[config.mk]
export PLATFORM = sky130hd
export DESIGN_NAME = spi_cmd_queue
export DESIGN_NICKNAME = d
export VERILOG_FILES = /design/src/rtl/spi_cq_pkg.sv /design/src/rtl/cq_fifo.sv /design/src/rtl/cq_sequencer.sv /design/src/rtl/spi_cmd_queue.sv
export SDC_FILE = /design/constraint.sdc
export NUM_CORES = 1
export LEC_CHECK = 0
export ABC_AREA = 1
export ABC_CLOCK_PERIOD_IN_PS = 3500
export BUFFER_PORTS_ARGS = -buffer_cell sky130_fd_sc_hd__clkbuf_2
export CAP_MARGIN = 25
export CORE_ASPECT_RATIO = 1.25
export CORE_MARGIN = 3
export CORE_UTILIZATION = 53
export DETAILED_ROUTE_END_ITERATION = 7
export PLACE_DENSITY_LB_ADDON = 0.08
export SETUP_SLACK_MARGIN = 0.02
export SYNTH_ARGS = -nofsm -noshare
export SYNTH_HDL_FRONTEND = slang
export SYNTH_HIERARCHICAL = 1
export SYNTH_SLANG_ARGS = --single-unit
[constraint.sdc]
create_clock -name clk -period 3.5 [get_ports clk]
set_input_delay 0.7 -clock clk [delete_from_list [all_inputs] [get_ports clk]]
set_output_delay 0.7 -clock clk [all_outputs]
set_load 0.05 [all_outputs]
[src/rtl/spi_cq_pkg.sv]
package spi_cq_pkg;
  localparam int ADDR_W = 3;

  localparam logic [ADDR_W-1:0] A_CTRL = 3'd0;
  localparam logic [ADDR_W-1:0] A_STAT = 3'd1;
  localparam logic [ADDR_W-1:0] A_IEN  = 3'd2;
  localparam logic [ADDR_W-1:0] A_PUSH = 3'd3;
  localparam logic [ADDR_W-1:0] A_POP  = 3'd4;
  localparam logic [ADDR_W-1:0] A_CNT  = 3'd5;

  // status and enable bit positions
  localparam int B_TC  = 31;
  localparam int B_EOQ = 28;
  localparam int B_OVF = 27;
  localparam int B_UDF = 26;

  // command word fields decoded here (others go to the frame engine)
  localparam int C_EOQ = 27;
  localparam int C_CLR = 26;

  // control bits
  localparam int K_MASTER = 31;
  localparam int K_FTX    = 11;
  localparam int K_FRX    = 10;

  typedef enum logic [1:0] {SQ_IDLE, SQ_REQ, SQ_WAIT} sq_state_e;
endpackage

[src/rtl/cq_fifo.sv]
module cq_fifo #(
  parameter int W     = 32,
  parameter int DEPTH = 4
) (
  input  logic         clk,
  input  logic         rst,
  input  logic         flush,
  input  logic         push,
  input  logic [W-1:0] push_data,
  input  logic         pop,
  output logic [W-1:0] head,
  output logic         full,
  output logic         empty
);
  localparam int PW = (DEPTH > 1) ? $clog2(DEPTH) : 1;
  localparam int CW = $clog2(DEPTH + 1);

  logic [W-1:0]  mem [DEPTH];
  logic [PW-1:0] wr_p, rd_p;
  logic [CW-1:0] cnt;
  logic          push_ok, pop_ok;

  assign full    = (cnt == CW'(DEPTH));
  assign empty   = (cnt == '0);
  assign push_ok = push && !full;
  assign pop_ok  = pop && !empty;
  assign head    = mem[rd_p];

  function automatic logic [PW-1:0] nxt(input logic [PW-1:0] p);
    return (p == PW'(DEPTH - 1)) ? '0 : p + 1'b1;
  endfunction

  always_ff @(posedge clk) begin
    if (push_ok) mem[wr_p] <= push_data;
  end

  always_ff @(posedge clk) begin
    if (rst || flush) begin
      wr_p <= '0;
      rd_p <= '0;
      cnt  <= '0;
    end else begin
      if (push_ok) wr_p <= nxt(wr_p);
      if (pop_ok)  rd_p <= nxt(rd_p);
      cnt <= cnt + CW'(push_ok) - CW'(pop_ok);
    end
  end

  assert_count_bound_R2: assert property (@(posedge clk) disable iff (rst)
    cnt <= CW'(DEPTH));

  assert_full_push_R3: assert property (@(posedge clk) disable iff (rst)
    (push && full && !pop && !flush) |=> (cnt == $past(cnt)));
endmodule

[src/rtl/cq_sequencer.sv]
module cq_sequencer
  import spi_cq_pkg::*;
#(
  parameter int CNT_W = 16
) (
  input  logic             clk,
  input  logic             rst,
  input  logic             go,
  input  logic [31:0]      head,
  input  logic             fe_ready,
  input  logic             fe_done,
  output logic             take,
  output logic             fe_valid,
  output logic [31:0]      fe_cmd,
  output logic             done_ev,
  output logic             done_eoq,
  output logic [CNT_W-1:0] cnt
);
  sq_state_e st;

  assign take     = (st == SQ_IDLE) && go;
  assign done_ev  = (st == SQ_WAIT) && fe_done;
  assign done_eoq = done_ev && fe_cmd[C_EOQ];

  always_ff @(posedge clk) begin
    if (rst) begin
      st       <= SQ_IDLE;
      fe_valid <= 1'b0;
      fe_cmd   <= '0;
      cnt      <= '0;
    end else begin
      case (st)
        SQ_IDLE: if (go) begin
          st       <= SQ_REQ;
          fe_valid <= 1'b1;
          fe_cmd   <= head;
        end
        SQ_REQ: if (fe_ready) begin
          st       <= SQ_WAIT;
          fe_valid <= 1'b0;
        end
        SQ_WAIT: if (fe_done) begin
          st  <= SQ_IDLE;
          cnt <= fe_cmd[C_CLR] ? CNT_W'(1) : cnt + 1'b1;
        end
        default: st <= SQ_IDLE;
      endcase
    end
  end

  assert_hold_offer_R4: assert property (@(posedge clk) disable iff (rst)
    (fe_valid && !fe_ready) |=> (fe_valid && $stable(fe_cmd)));

  assert_count_step_R7: assert property (@(posedge clk) disable iff (rst)
    (done_ev && !fe_cmd[C_CLR]) |=> (cnt == CNT_W'($past(cnt) + 1'b1)));
endmodule

[src/rtl/spi_cmd_queue.sv]
module spi_cmd_queue
  import spi_cq_pkg::*;
#(
  parameter int DEPTH = 4,
  parameter int CNT_W = 16
) (
  input  logic        clk,
  input  logic        rst,
  input  logic        wr_en,
  input  logic [2:0]  wr_addr,
  input  logic [31:0] wr_data,
  input  logic        rd_en,
  input  logic [2:0]  rd_addr,
  output logic [31:0] rd_data,
  output logic        fe_valid,
  output logic [31:0] fe_cmd,
  input  logic        fe_ready,
  input  logic        fe_done,
  input  logic [15:0] fe_rx,
  output logic        irq
);
  localparam int RX_W = 16;

  logic master_q, tc_q, eoq_q, ovf_q, udf_q;
  logic ie_tc, ie_eoq, ie_ovf, ie_udf;
  logic tc_d, eoq_d, ovf_d, udf_d;
  logic ie_tc_d, ie_eoq_d, ie_ovf_d, ie_udf_d;

  logic wr_ctrl, wr_stat, wr_ien, push_req, pop_req;
  logic [31:0] clr;
  logic [31:0] head_tx;
  logic [RX_W-1:0] head_rx;
  logic tx_full, tx_empty, rx_full, rx_empty;
  logic go, take, done_ev, done_eoq;
  logic [CNT_W-1:0] cnt;
  logic [31:0] stat_word, ien_word, cnt_word;

  assign wr_ctrl  = wr_en && (wr_addr == A_CTRL);
  assign wr_stat  = wr_en && (wr_addr == A_STAT);
  assign wr_ien   = wr_en && (wr_addr == A_IEN);
  assign push_req = wr_en && (wr_addr == A_PUSH);
  assign pop_req  = rd_en && (rd_addr == A_POP);
  assign clr      = wr_stat ? wr_data : '0;

  cq_fifo #(.W(32), .DEPTH(DEPTH)) tx_q (
    .clk(clk), .rst(rst), .flush(wr_ctrl && wr_data[K_FTX]),
    .push(push_req), .push_data(wr_data), .pop(take),
    .head(head_tx), .full(tx_full), .empty(tx_empty));

  cq_fifo #(.W(RX_W), .DEPTH(DEPTH)) rx_q (
    .clk(clk), .rst(rst), .flush(wr_ctrl && wr_data[K_FRX]),
    .push(done_ev), .push_data(fe_rx), .pop(pop_req),
    .head(head_rx), .full(rx_full), .empty(rx_empty));

  assign go = master_q && !eoq_q && !tx_empty && !rx_full;

  cq_sequencer #(.CNT_W(CNT_W)) seq_i (
    .clk(clk), .rst(rst), .go(go), .head(head_tx),
    .fe_ready(fe_ready), .fe_done(fe_done), .take(take),
    .fe_valid(fe_valid), .fe_cmd(fe_cmd), .done_ev(done_ev),
    .done_eoq(done_eoq), .cnt(cnt));

  always_comb begin
    tc_d  = done_ev  | (tc_q  & ~clr[B_TC]);
    eoq_d = done_eoq | (eoq_q & ~clr[B_EOQ]);
    ovf_d = (push_req && tx_full)  | (ovf_q & ~clr[B_OVF]);
    udf_d = (pop_req  && rx_empty) | (udf_q & ~clr[B_UDF]);
    ie_tc_d  = wr_ien ? wr_data[B_TC]  : ie_tc;
    ie_eoq_d = wr_ien ? wr_data[B_EOQ] : ie_eoq;
    ie_ovf_d = wr_ien ? wr_data[B_OVF] : ie_ovf;
    ie_udf_d = wr_ien ? wr_data[B_UDF] : ie_udf;

    stat_word = '0;
    stat_word[B_TC]  = tc_q;
    stat_word[B_EOQ] = eoq_q;
    stat_word[B_OVF] = ovf_q;
    stat_word[B_UDF] = udf_q;
    ien_word = '0;
    ien_word[B_TC]  = ie_tc;
    ien_word[B_EOQ] = ie_eoq;
    ien_word[B_OVF] = ie_ovf;
    ien_word[B_UDF] = ie_udf;
    cnt_word = '0;
    cnt_word[16 +: CNT_W] = cnt;
  end

  always_ff @(posedge clk) begin
    if (rst) begin
      master_q <= 1'b0;
      {tc_q, eoq_q, ovf_q, udf_q} <= '0;
      {ie_tc, ie_eoq, ie_ovf, ie_udf} <= '0;
      irq <= 1'b0;
    end else begin
      if (wr_ctrl) master_q <= wr_data[K_MASTER];
      {tc_q, eoq_q, ovf_q, udf_q} <= {tc_d, eoq_d, ovf_d, udf_d};
      {ie_tc, ie_eoq, ie_ovf, ie_udf} <= {ie_tc_d, ie_eoq_d, ie_ovf_d, ie_udf_d};
      irq <= (tc_d & ie_tc_d) | (eoq_d & ie_eoq_d) |
             (ovf_d & ie_ovf_d) | (udf_d & ie_udf_d);
    end
  end

  always_ff @(posedge clk) begin
    if (rst) begin
      rd_data <= '0;
    end else if (rd_en) begin
      case (rd_addr)
        A_CTRL:  rd_data <= {master_q, 31'b0};
        A_STAT:  rd_data <= stat_word;
        A_IEN:   rd_data <= ien_word;
        A_POP:   rd_data <= rx_empty ? '0 : {16'b0, head_rx};
        A_CNT:   rd_data <= cnt_word;
        default: rd_data <= '0;
      endcase
    end
  end

  assert_eoq_halt_R6: assert property (@(posedge clk) disable iff (rst)
    (eoq_q && !fe_valid) |=> !fe_valid);

  assert_empty_pop_R8: assert property (@(posedge clk) disable iff (rst)
    (pop_req && rx_empty) |=> (rd_data == 32'b0 && udf_q));

  assert_done_flag_R5: assert property (@(posedge clk) disable iff (rst)
    done_ev |=> tc_q);

  assert_rx_full_block_R12: assert property (@(posedge clk) disable iff (rst)
    (rx_full && !fe_valid && !pop_req && !(wr_ctrl && wr_data[K_FRX])) |=> !fe_valid);
endmodule

==> flow_summary.json, run 1 <==
{
  "start_kind": "flip-flop",
  "total_power_uw": 7120,
  "postCtsSetupBuffers": 0,
  "synth_top_area_share": 0.476,
  "diodes": 0,
  "antenna_found_initial": 0,
  "layout-drive-gt1-share": 0.177,
  "netlist_instances": 1128,
  "syn2layout_area_growth_pct": 14.2,
  "rsz0062_at_grt": "no",
  "multiInputGateArea_um2": 3480,
  "finalSetupViolCount": 0,
  "hold_buffers": 0,
  "top_layer": "met4",
  "clock_latency_ps": 540,
  "synth.avg_cell_area_um2": 10.7,
  "end_kind": "flip-flop",
  "die_w_um": 141,
  "dieArea_um2": 24700,
  "chipHeight_um": 175,
  "finalCritPeriodShare": 0.692,
  "initial_core_util": 0.541,
  "ys_seq_elements": 303,
  "synth_area_um2": 12100,
  "synth_area_leaders": "edfxtp_1, dfxtp_1, nor2_1",
  "drtIter0Drc": 607,
  "drc_errors": 0,
  "leakagePower_uw": 0.00512,
  "p_int_uw": 5680,
  "slew_viol_final": 0,
  "synth_edf_count": 192,
  "cts_resized": 0,
  "ys_warn_count": 6,
  "p_sw_frac": 0.202,
  "p_clk_frac": 0.432,
  "seq_power_share": 0.537,
  "arrival_ps": 2860,
  "cts.sinks": 303,
  "layout_commonest_cell": "nor2_1",
  "wl_met2_um": 12800,
  "clk_pin_slew_ps": 60,
  "setup-tns-final_ps": 0,
  "cts_max_path_buffers": 3,
  "power.density_nw_per_um2": 515,
  "tightest_slew_ps": 823,
  "cts_buffers": 29,
  "holdPathStages": 1,
  "grt_usage": 0.207,
  "relSlewSlack": 0.451,
  "comb_power_share": 0.031,
  "timing.reg2reg.setup_slack_ps": 1080,
  "synth_area_leader_cell": "edfxtp_1",
  "port_buffers": 125,
  "reg2reg_depth": 14,
  "grt_overflow": 0,
  "grt_max_degree": 65,
  "synth_seq_area_share": 0.660,
  "syn-num-nets": 1205,
  "rr_startpoint": "tx_q/cnt[1]$_SDFF_PP0_",
  "pre_cts_slack_ps": 829,
  "hold_ws_ps": 381,
  "peakVddDrop_mv": 0.481,
  "cts_root_buf": "clkbuf_16",
  "layout_min_cycle_time_ps": 2420,
  "synth.distinct_cells": 42,
  "critPathKind": "reg -> reg",
  "mostFrequentLayoutCells": "nor2_1, edfxtp_1, clkbuf_2",
  "utilization": 0.618,
  "num_vias": 8385,
  "final_nets": 1330,
  "worstHoldPathType": "in -> reg",
  "ios": 126,
  "switchingPower_uw": 1440,
  "wl_met1_um": 11200,
  "grt_pass1_vias": 8086,
  "grt_first_pass_wirelength_um": 41300,
  "core_area_um2": 22400,
  "hp-start": "wr_data[20]",
  "cts_tree": "done",
  "r2r_end": "tx_q/cnt[1]$_SDFF_PP0_",
  "met3WireLength_um": 1250,
  "htree_levels": 1,
  "drt_wl_total_um": 25800,
  "routedWlPerCell_um": 16.6,
  "routabilityCongestion": 0.819,
  "cp.required_ps": 3940,
  "hold_end": "tx_q/mem[0][20]$_DFFE_PP_",
  "skew_ps": 15.1,
  "critPathMaxFanout": 5,
  "final_hold_viol_count": 0,
  "rows": 61,
  "nFillCells": 1873,
  "hpwl_um": 16000,
  "run_status": "finished, final reports clean",
  "ant_nets": 0,
  "synth_flop_cell": "edfxtp_1",
  "fmax_mhz": 413,
  "drtPass1Iterations": 6,
  "worst_slack_ps": 1080,
  "ff_latch_area_um2": 7990,
  "cap_viol_max_count": 0,
  "vias_per_cell": 5.38,
  "async_flop_share": 0
}
[power groups by stage]
stage               Combinational (µW)  Clock, µW  Sequential [µW]
finish                             218       3080             3820
global route                       242       3290             3820
CTS                                221       3140             3820
detailed placement                 220          0             3900
global placement                   217          0             3900
floorplan                         86.1          0             3930
[kinds of logic (layout without fill, tap and decap cells)]
family                   Yosys count  in the layout  share of synthesized area
AND/OR/NAND/NOR                  424            424                      0.151
XOR/XNOR                           2              2                    0.00145
adder cells (fa/ha/maj)           17             17                     0.0188
buffers and inverters            126            274                     0.0533
AO/OA/AOI/OAI                    256            256                      0.115
flip-flops                       303            303                      0.660
[sequential cells by signal (all words and copies together) (netlist names), 2 cells and up, named ones only]
register      cells
rx_q/mem         64
rx_q/cnt          3
seq_i/st          2
rx_q/rd_p         2
rx_q/wr_p         2
rd_data          32
tx_q/wr_p         2
seq_i/cnt        16
tx_q/mem        128
tx_q/cnt          3
seq_i/fe_cmd     32
tx_q/rd_p         2
[cell usage after synthesis (all sizes together) (8+ instances only)]
cell type  instances
a21oi             59
buf               36
clkbuf            14
dfxtp            111
edfxtp           192
ha                15
inv               74
nand2            127
nand3             45
nand4              8
nor2             227
o21ai            147
o22ai             48
[layout make-up]
cell class | count | share of cell area
Inverter | 76 | 0.0212
Timing Repair Buffer | 144 | 0.0556
Tap cell | 283 | 0.0256
Clock buffer | 41 | 0.0579
Clock inverter | 13 | 0.00987
Multi-Input combinational cell | 699 | 0.252
Sequential cell | 303 | 0.578
[worst max path at each step]
| stage | startpoint | to | slack (ps) |
|---|---|---|---|
| after floorplan | wr_addr[1] | tx_q/mem[0][0]$_DFFE_PP_ | 120 |
| after global routing | tx_q/cnt[1]$_SDFF_PP0_ | tx_q/cnt[1]$_SDFF_PP0_ | 920 |
| after detailed placement | wr_addr[0] | tx_q/cnt[1]$_SDFF_PP0_ | 830 |
| final | tx_q/cnt[1]$_SDFF_PP0_ | tx_q/cnt[1]$_SDFF_PP0_ | 1080 |
| after CTS | tx_q/cnt[1]$_SDFF_PP0_ | tx_q/cnt[1]$_SDFF_PP0_ | 1080 |
| after global placement | fe_done | rx_q/cnt[1]$_SDFF_PP0_ | 890 |
[metrics by stage]
stage / instance area [µm²] / instances
after floorplan: 12100 / 1128
after global routing: 13800 / 1559
after detailed placement: 12900 / 1505
after global placement: 12900 / 1505
after CTS: 13800 / 1559
final: 13800 / 1559
[worst max-delay path, cell delays in order, from the launching register on]
cell     delay (ps)
dfxtp_1         380
nor2_1           80
nand2_1         140
inv_1            70
nor4_1          400
nand2_2         100
inv_1            80
inv_1            40
nor2_1          100
ha_1            230
inv_1            60
ha_1            150
fa_1            410
inv_1            60
nor2_1           40
[routing by layer]
metal	track usage	vias up
met5	0	-
met4	0.0622	0
met3	0.0342	44
met2	0.364	200
met1	0.262	3990
li1	-	4151
Note: power is estimated with default switching activity, not from simulation.
==> run 2, diff against run 1 <==
ABC_CLOCK_PERIOD_IN_PS = 2000   (was 3500)
clock period = 2 ns   (was 3.5 ns; I/O delays follow)
==> run 2 against run 1 <==
Against the previous run:
- the flow now finishes with violations (setup timing)
- clock skew decreased by 7.2 ps
- clock power rose by 68%
- first-iteration DRC count is 5.6% lower
- clock-buffer cell count down 4
- register-to-register slack got worse by 1100 ps
- worst setup slack lost 1100 ps
- total power grew 73%
- global-route usage hardly changed
- maximum frequency rose by 17%
- routed wire length shrank 0.98%
- non-clock buffer count up 42
- highest routed layer unchanged
==> flow_summary.json, run 2 (synthesis gave the netlist of run 1 again) <==
{
  "p_sw_frac": 0.203,
  "switchingPower_uw": 2490,
  "grt_max_degree": 65,
  "cts_tree": "done",
  "grt_overflow": 0,
  "initial_core_util": 0.541,
  "mostFrequentLayoutCells": "nor2_1, edfxtp_1, clkbuf_2",
  "total_power_uw": 12300,
  "drc_errors": 0,
  "ios": 126,
  "violations": "setup timing",
  "cts_buffers": 29,
  "fin_cells": 1600,
  "place_inst": 1541,
  "final_hold_viol_count": 0,
  "fmax_mhz": 485,
  "routabilityCongestion": 0.827,
  "antenna_found_initial": 0,
  "layout-drive-gt1-share": 0.224,
  "skew_ps": 7.94,
  "clock_latency_ps": 530,
  "clk_pin_slew_ps": 60,
  "grt_first_pass_wirelength_um": 41300,
  "end_kind": "flip-flop",
  "cts_root_buf": "clkbuf_16",
  "p_int_uw": 9800,
  "seq_power_share": 0.545,
  "core_area_um2": 22400,
  "leakagePower_uw": 0.00533,
  "htree_levels": 1,
  "port_buffers": 125,
  "p_clk_frac": 0.421,
  "die_w_um": 141,
  "vias_per_cell": 5.28,
  "diodes": 0,
  "reg2reg_depth": 14,
  "relSlewSlack": 0.619,
  "ant_nets": 0,
  "drtIter0Drc": 573,
  "grt_pass1_vias": 8191,
  "num_vias": 8445,
  "dieArea_um2": 24700,
  "critPathMaxFanout": 2,
  "cp.required_ps": 2420,
  "power.density_nw_per_um2": 858,
  "grt_usage": 0.207,
  "drt_wl_total_um": 25600,
  "run_status": "finished with violations",
  "critPathKind": "reg -> reg",
  "start_kind": "flip-flop",
  "layout_commonest_cell": "nor2_1",
  "drtPass1Iterations": 4,
  "arrival_ps": 2480,
  "cts_max_path_buffers": 3,
  "comb_power_share": 0.034,
  "routedWlPerCell_um": 16.0,
  "regMostFlops": "tx_q/mem",
  "cap_viol_max_count": 0,
  "hpwl_um": 16400,
  "finalSetupViolCount": 2,
  "syn2layout_area_growth_pct": 18.3,
  "worst_slack_ps": -63.8,
  "slew_viol_final": 0,
  "largestRegisters": "tx_q/mem: 128 flops, rx_q/mem: 64 flops",
  "setup-tns-final_ps": -80.3,
  "peakVddDrop_mv": 0.885,
  "layout_min_cycle_time_ps": 2060,
  "rsz0062_at_grt": "yes",
  "worstHoldPathType": "in -> reg",
  "tightest_slew_ps": 571,
  "chipHeight_um": 175,
  "largest_reg_flops": 128,
  "cts.sinks": 303,
  "finalCritPeriodShare": 1.03,
  "final_nets": 1372,
  "rows": 61,
  "holdPathStages": 1
}
## run 2: changes by cell type in the layout (fill, tap and decap cells not counted), moves of 5 or more
| cell | change |
|---|---|
| buf_4 | +33 |
| inv_1 | -7 |
| inv_2 | +5 |
| buf_12 | +9 |
| o21ai_0 | -7 |
| o21ai_1 | +5 |
## run 2: repair_timing
action	4_1_cts	5_1_grt
pin swaps	5	3
hold buffers	0	0
gates resized for setup	9	10
setup buffers	7	0
endpoints found under the setup margin	2	39
## run 2: per-stage QoR
stage	util	cell area, µm²	hold WS [ps]	worst slack, ps
floorplan	-	12200	450	-313
global placement	0.596	13300	453	-162
detailed placement	0.596	13300	458	-201
CTS	0.640	14300	58.1	-97.0
global route	0.640	14300	71.8	-207
finish	0.640	14300	86.0	-63.8
## run 2: per-layer routing
layer,global-route usage,share of wire,up-vias
li1,-,-,4235
met2,0.368,0.51,184
met3,0.0307,0.047,36
met5,0,0,-
met1,0.263,0.42,3990
met4,0.0590,0.020,0
## run 2: cell type report
| type | count | area (µm²) |
|---|---|---|
| clock buffers | 37 | 776 |
| inverters | 76 | 310 |
| repair buffers | 186 | 1200 |
| flip-flops and latches | 303 | 7990 |
| fillers | 1847 | 8040 |
| well taps | 283 | 354 |
| multi-input cells | 699 | 3550 |
| clock inverters | 16 | 134 |
## run 2: worst max-delay path, stage by stage, from the launching register on
cell     delay [ps]
dfxtp_2         330
nor2_2           50
nand2_2          70
inv_2            40
nor4_4          270
nand2_2          90
inv_2            70
inv_2            30
nor2_2           90
ha_1            240
inv_2            70
ha_4            120
fa_1            400
inv_1            60
nor2_1           30
## run 2: power by group through the flow
stage                     Sequential, µW  Combinational [µW]  Clock, µW
after detailed placement            6830                 422          0
after global routing                6690                 464       5540
after global placement              6830                 415          0
final                               6690                 421       5180
after CTS                           6690                 426       5310
after floorplan                     6880                 159          0
## run 2: path summary, 6_finish.rpt
kind / start / end / slack (ps)
max: rx_q/cnt[0]$_SDFF_PP0_ / tx_q/cnt[1]$_SDFF_PP0_ / -60
min: fe_rx[11] / rx_q/mem[0][11]$_DFFE_PP_ / 90
max reg2reg: rx_q/cnt[0]$_SDFF_PP0_ / tx_q/cnt[1]$_SDFF_PP0_ / -60
min reg2reg: rd_data[13]$_SDFFE_PP0P_ / rd_data[13]$_SDFFE_PP0P_ / 460
==> run 3, diff against run 2 <==
SETUP_SLACK_MARGIN = 0.15   (was 0.02)
==> run 3 against run 2 <==
Against the previous run:
- the flow still finishes with violations (setup timing)
- via count grew 1.6%
- register-to-register slack got worse by 50 ps
- clock-buffer cell count shrank 5
- flip-flop and latch count unchanged
- highest routed layer unchanged
==> flow_summary.json, run 3 (synthesis gave the netlist of run 1 again) <==
{
  "routedWlPerCell_um": 16.0,
  "routabilityCongestion": 0.794,
  "clock_latency_ps": 530,
  "tightest_slew_ps": 498,
  "timing.reg2reg.setup_slack_ps": -110,
  "nFillCells": 1775,
  "port_buffers": 125,
  "syn2layout_area_growth_pct": 19.6,
  "cts_buffers": 29,
  "final_nets": 1373,
  "drtIter0Drc": 483,
  "largestRegisters": "tx_q/mem: 128 flops, rx_q/mem: 64 flops",
  "rsz0062_at_grt": "yes",
  "drt_wl_total_um": 25600,
  "die_w_um": 141,
  "run_status": "finished with violations",
  "layout_commonest_cell": "nor2_1",
  "grt_max_degree": 65,
  "hold_end": "rx_q/mem[0][14]$_DFFE_PP_",
  "worst_slack_ps": -114,
  "multiInputGateArea_um2": 3600,
  "hpwl_um": 16100,
  "cts_tree": "done",
  "ios": 126,
  "end_kind": "flip-flop",
  "mostFrequentLayoutCells": "nor2_1, edfxtp_1, clkbuf_2",
  "critPathMostFrequentCell": "inv_2",
  "core_area_um2": 22400,
  "antenna_found_initial": 0,
  "fmax_mhz": 473,
  "diodes": 0,
  "hold_ws_ps": 77.8,
  "dieArea_um2": 24700,
  "vias_per_cell": 5.36,
  "rows": 61,
  "leakagePower_uw": 0.00539,
  "slowest_stage": "fa_1",
  "peakVddDrop_mv": 0.711,
  "cp_slowest_stage_delay_ps": 410,
  "drc_errors": 0,
  "htree_levels": 1,
  "grt_usage": 0.205,
  "regMostFlops": "tx_q/mem",
  "skew_ps": 5.74,
  "grt_first_pass_wirelength_um": 41200,
  "cts.sinks": 303,
  "chipHeight_um": 175,
  "final_hold_viol_count": 0,
  "num_vias": 8579,
  "grt_overflow": 0,
  "cp_top_family": "adder cells",
  "slew_viol_final": 0,
  "hp-start": "fe_rx[14]",
  "critPathMaxFanout": 2,
  "drtPass1Iterations": 4,
  "hold_buffers": 0,
  "worst-path-buf-inv": 5,
  "start_kind": "flip-flop",
  "arrival_ps": 2540,
  "layout-drive-gt1-share": 0.241,
  "total_power_uw": 12800,
  "initial_core_util": 0.541,
  "largest_reg_flops": 128,
  "power.density_nw_per_um2": 881,
  "worstHoldPathType": "in -> reg",
  "critPathKind": "reg -> reg",
  "relSlewSlack": 0.668,
  "utilization": 0.647,
  "ff_latch_area_um2": 8000,
  "ant_nets": 0,
  "grt_pass1_vias": 8177,
  "rr_startpoint": "tx_q/cnt[1]$_SDFF_PP0_",
  "clk_pin_slew_ps": 60,
  "violations": "setup timing",
  "cap_viol_max_count": 0,
  "r2r_end": "tx_q/cnt[1]$_SDFF_PP0_",
  "layout_min_cycle_time_ps": 2110,
  "finalSetupViolCount": 2,
  "cts_max_path_buffers": 3,
  "holdPathStages": 1,
  "finalCritPeriodShare": 1.06,
  "cp.required_ps": 2430,
  "reg2reg_depth": 14,
  "cp_cell_sequence": "nor2_2 -> nand2_1 -> inv_2 -> nor4_4 -> nand2_2 -> inv_2 -> inv_2 -> nor2_2 -> ha_1 -> inv_2 -> ha_4 -> fa_1 -> inv_1 -> nor2_2",
  "cts_root_buf": "clkbuf_16"
}
## run 3: worst max path at each step
stage	startpoint	endpoint	slack, ps	cells after the start
2_1_floorplan	wr_addr[1]	tx_q/cnt[2]$_SDFF_PP0_	-310	10
3_3_place_gp	wr_addr[0]	tx_q/cnt[2]$_SDFF_PP0_	-150	12
3_5_place_dp	wr_addr[0]	tx_q/cnt[2]$_SDFF_PP0_	-160	11
4_1_cts	rx_q/cnt[0]$_SDFF_PP0_	tx_q/cnt[1]$_SDFF_PP0_	-80	14
5_1_grt	tx_q/cnt[1]$_SDFF_PP0_	tx_q/cnt[1]$_SDFF_PP0_	-230	14
6_report	tx_q/cnt[1]$_SDFF_PP0_	tx_q/cnt[1]$_SDFF_PP0_	-110	14
## run 3: layer usage
| metal | track usage | vias up | share of wire |
|---|---|---|---|
| met5 | 0 | - | 0 |
| met4 | 0.0650 | 0 | 0.025 |
| met3 | 0.0257 | 48 | 0.050 |
| met2 | 0.356 | 217 | 0.51 |
| met1 | 0.267 | 4070 | 0.42 |
| li1 | - | 4244 | - |
## run 3: where the power goes
group          switching (µW)  total [µW]  internal, µW
sequential               15.9        6690          6680
combinational             286         420           134
clock                    2270        5640          3370
total                    2570       12800         10200
## run 3: worst register-to-register path, stage by stage (launching register included)
cell and delay, ps:
dfxtp_2 340, nor2_2 50, nand2_1 90, inv_2 60, nor4_4 270, nand2_2 90, inv_2 70, inv_2 30
nor2_2 70, ha_1 230, inv_2 60, ha_4 110, fa_1 410, inv_1 80, nor2_2 40
## run 3: what timing repair did
action	CTS	global route
setup buffers	0	4
gates resized for setup	2	24
setup endpoints to repair	3	4
pin swaps	1	9
## run 3: area by class of cell
type | count | area share
flip-flops and latches | 303 | 0.553
inverters | 76 | 0.0219
well taps | 283 | 0.0245
clock buffers | 32 | 0.0523
multi-input cells | 699 | 0.249
clock inverters | 22 | 0.0167
repair buffers | 187 | 0.0833
## run 3: through the flow
step | setup TNS [ps] | setup slack [ps] | instance area [µm²] | cells
6_report | -137 | -114 | 14500 | 1602
5_1_grt | -401 | -234 | 14500 | 1602
3_3_place_gp | -319 | -150 | 13400 | 1544
3_5_place_dp | -375 | -160 | 13400 | 1544
4_1_cts | -106 | -81.6 | 14400 | 1598
2_1_floorplan | -13510 | -311 | 12200 | 1128
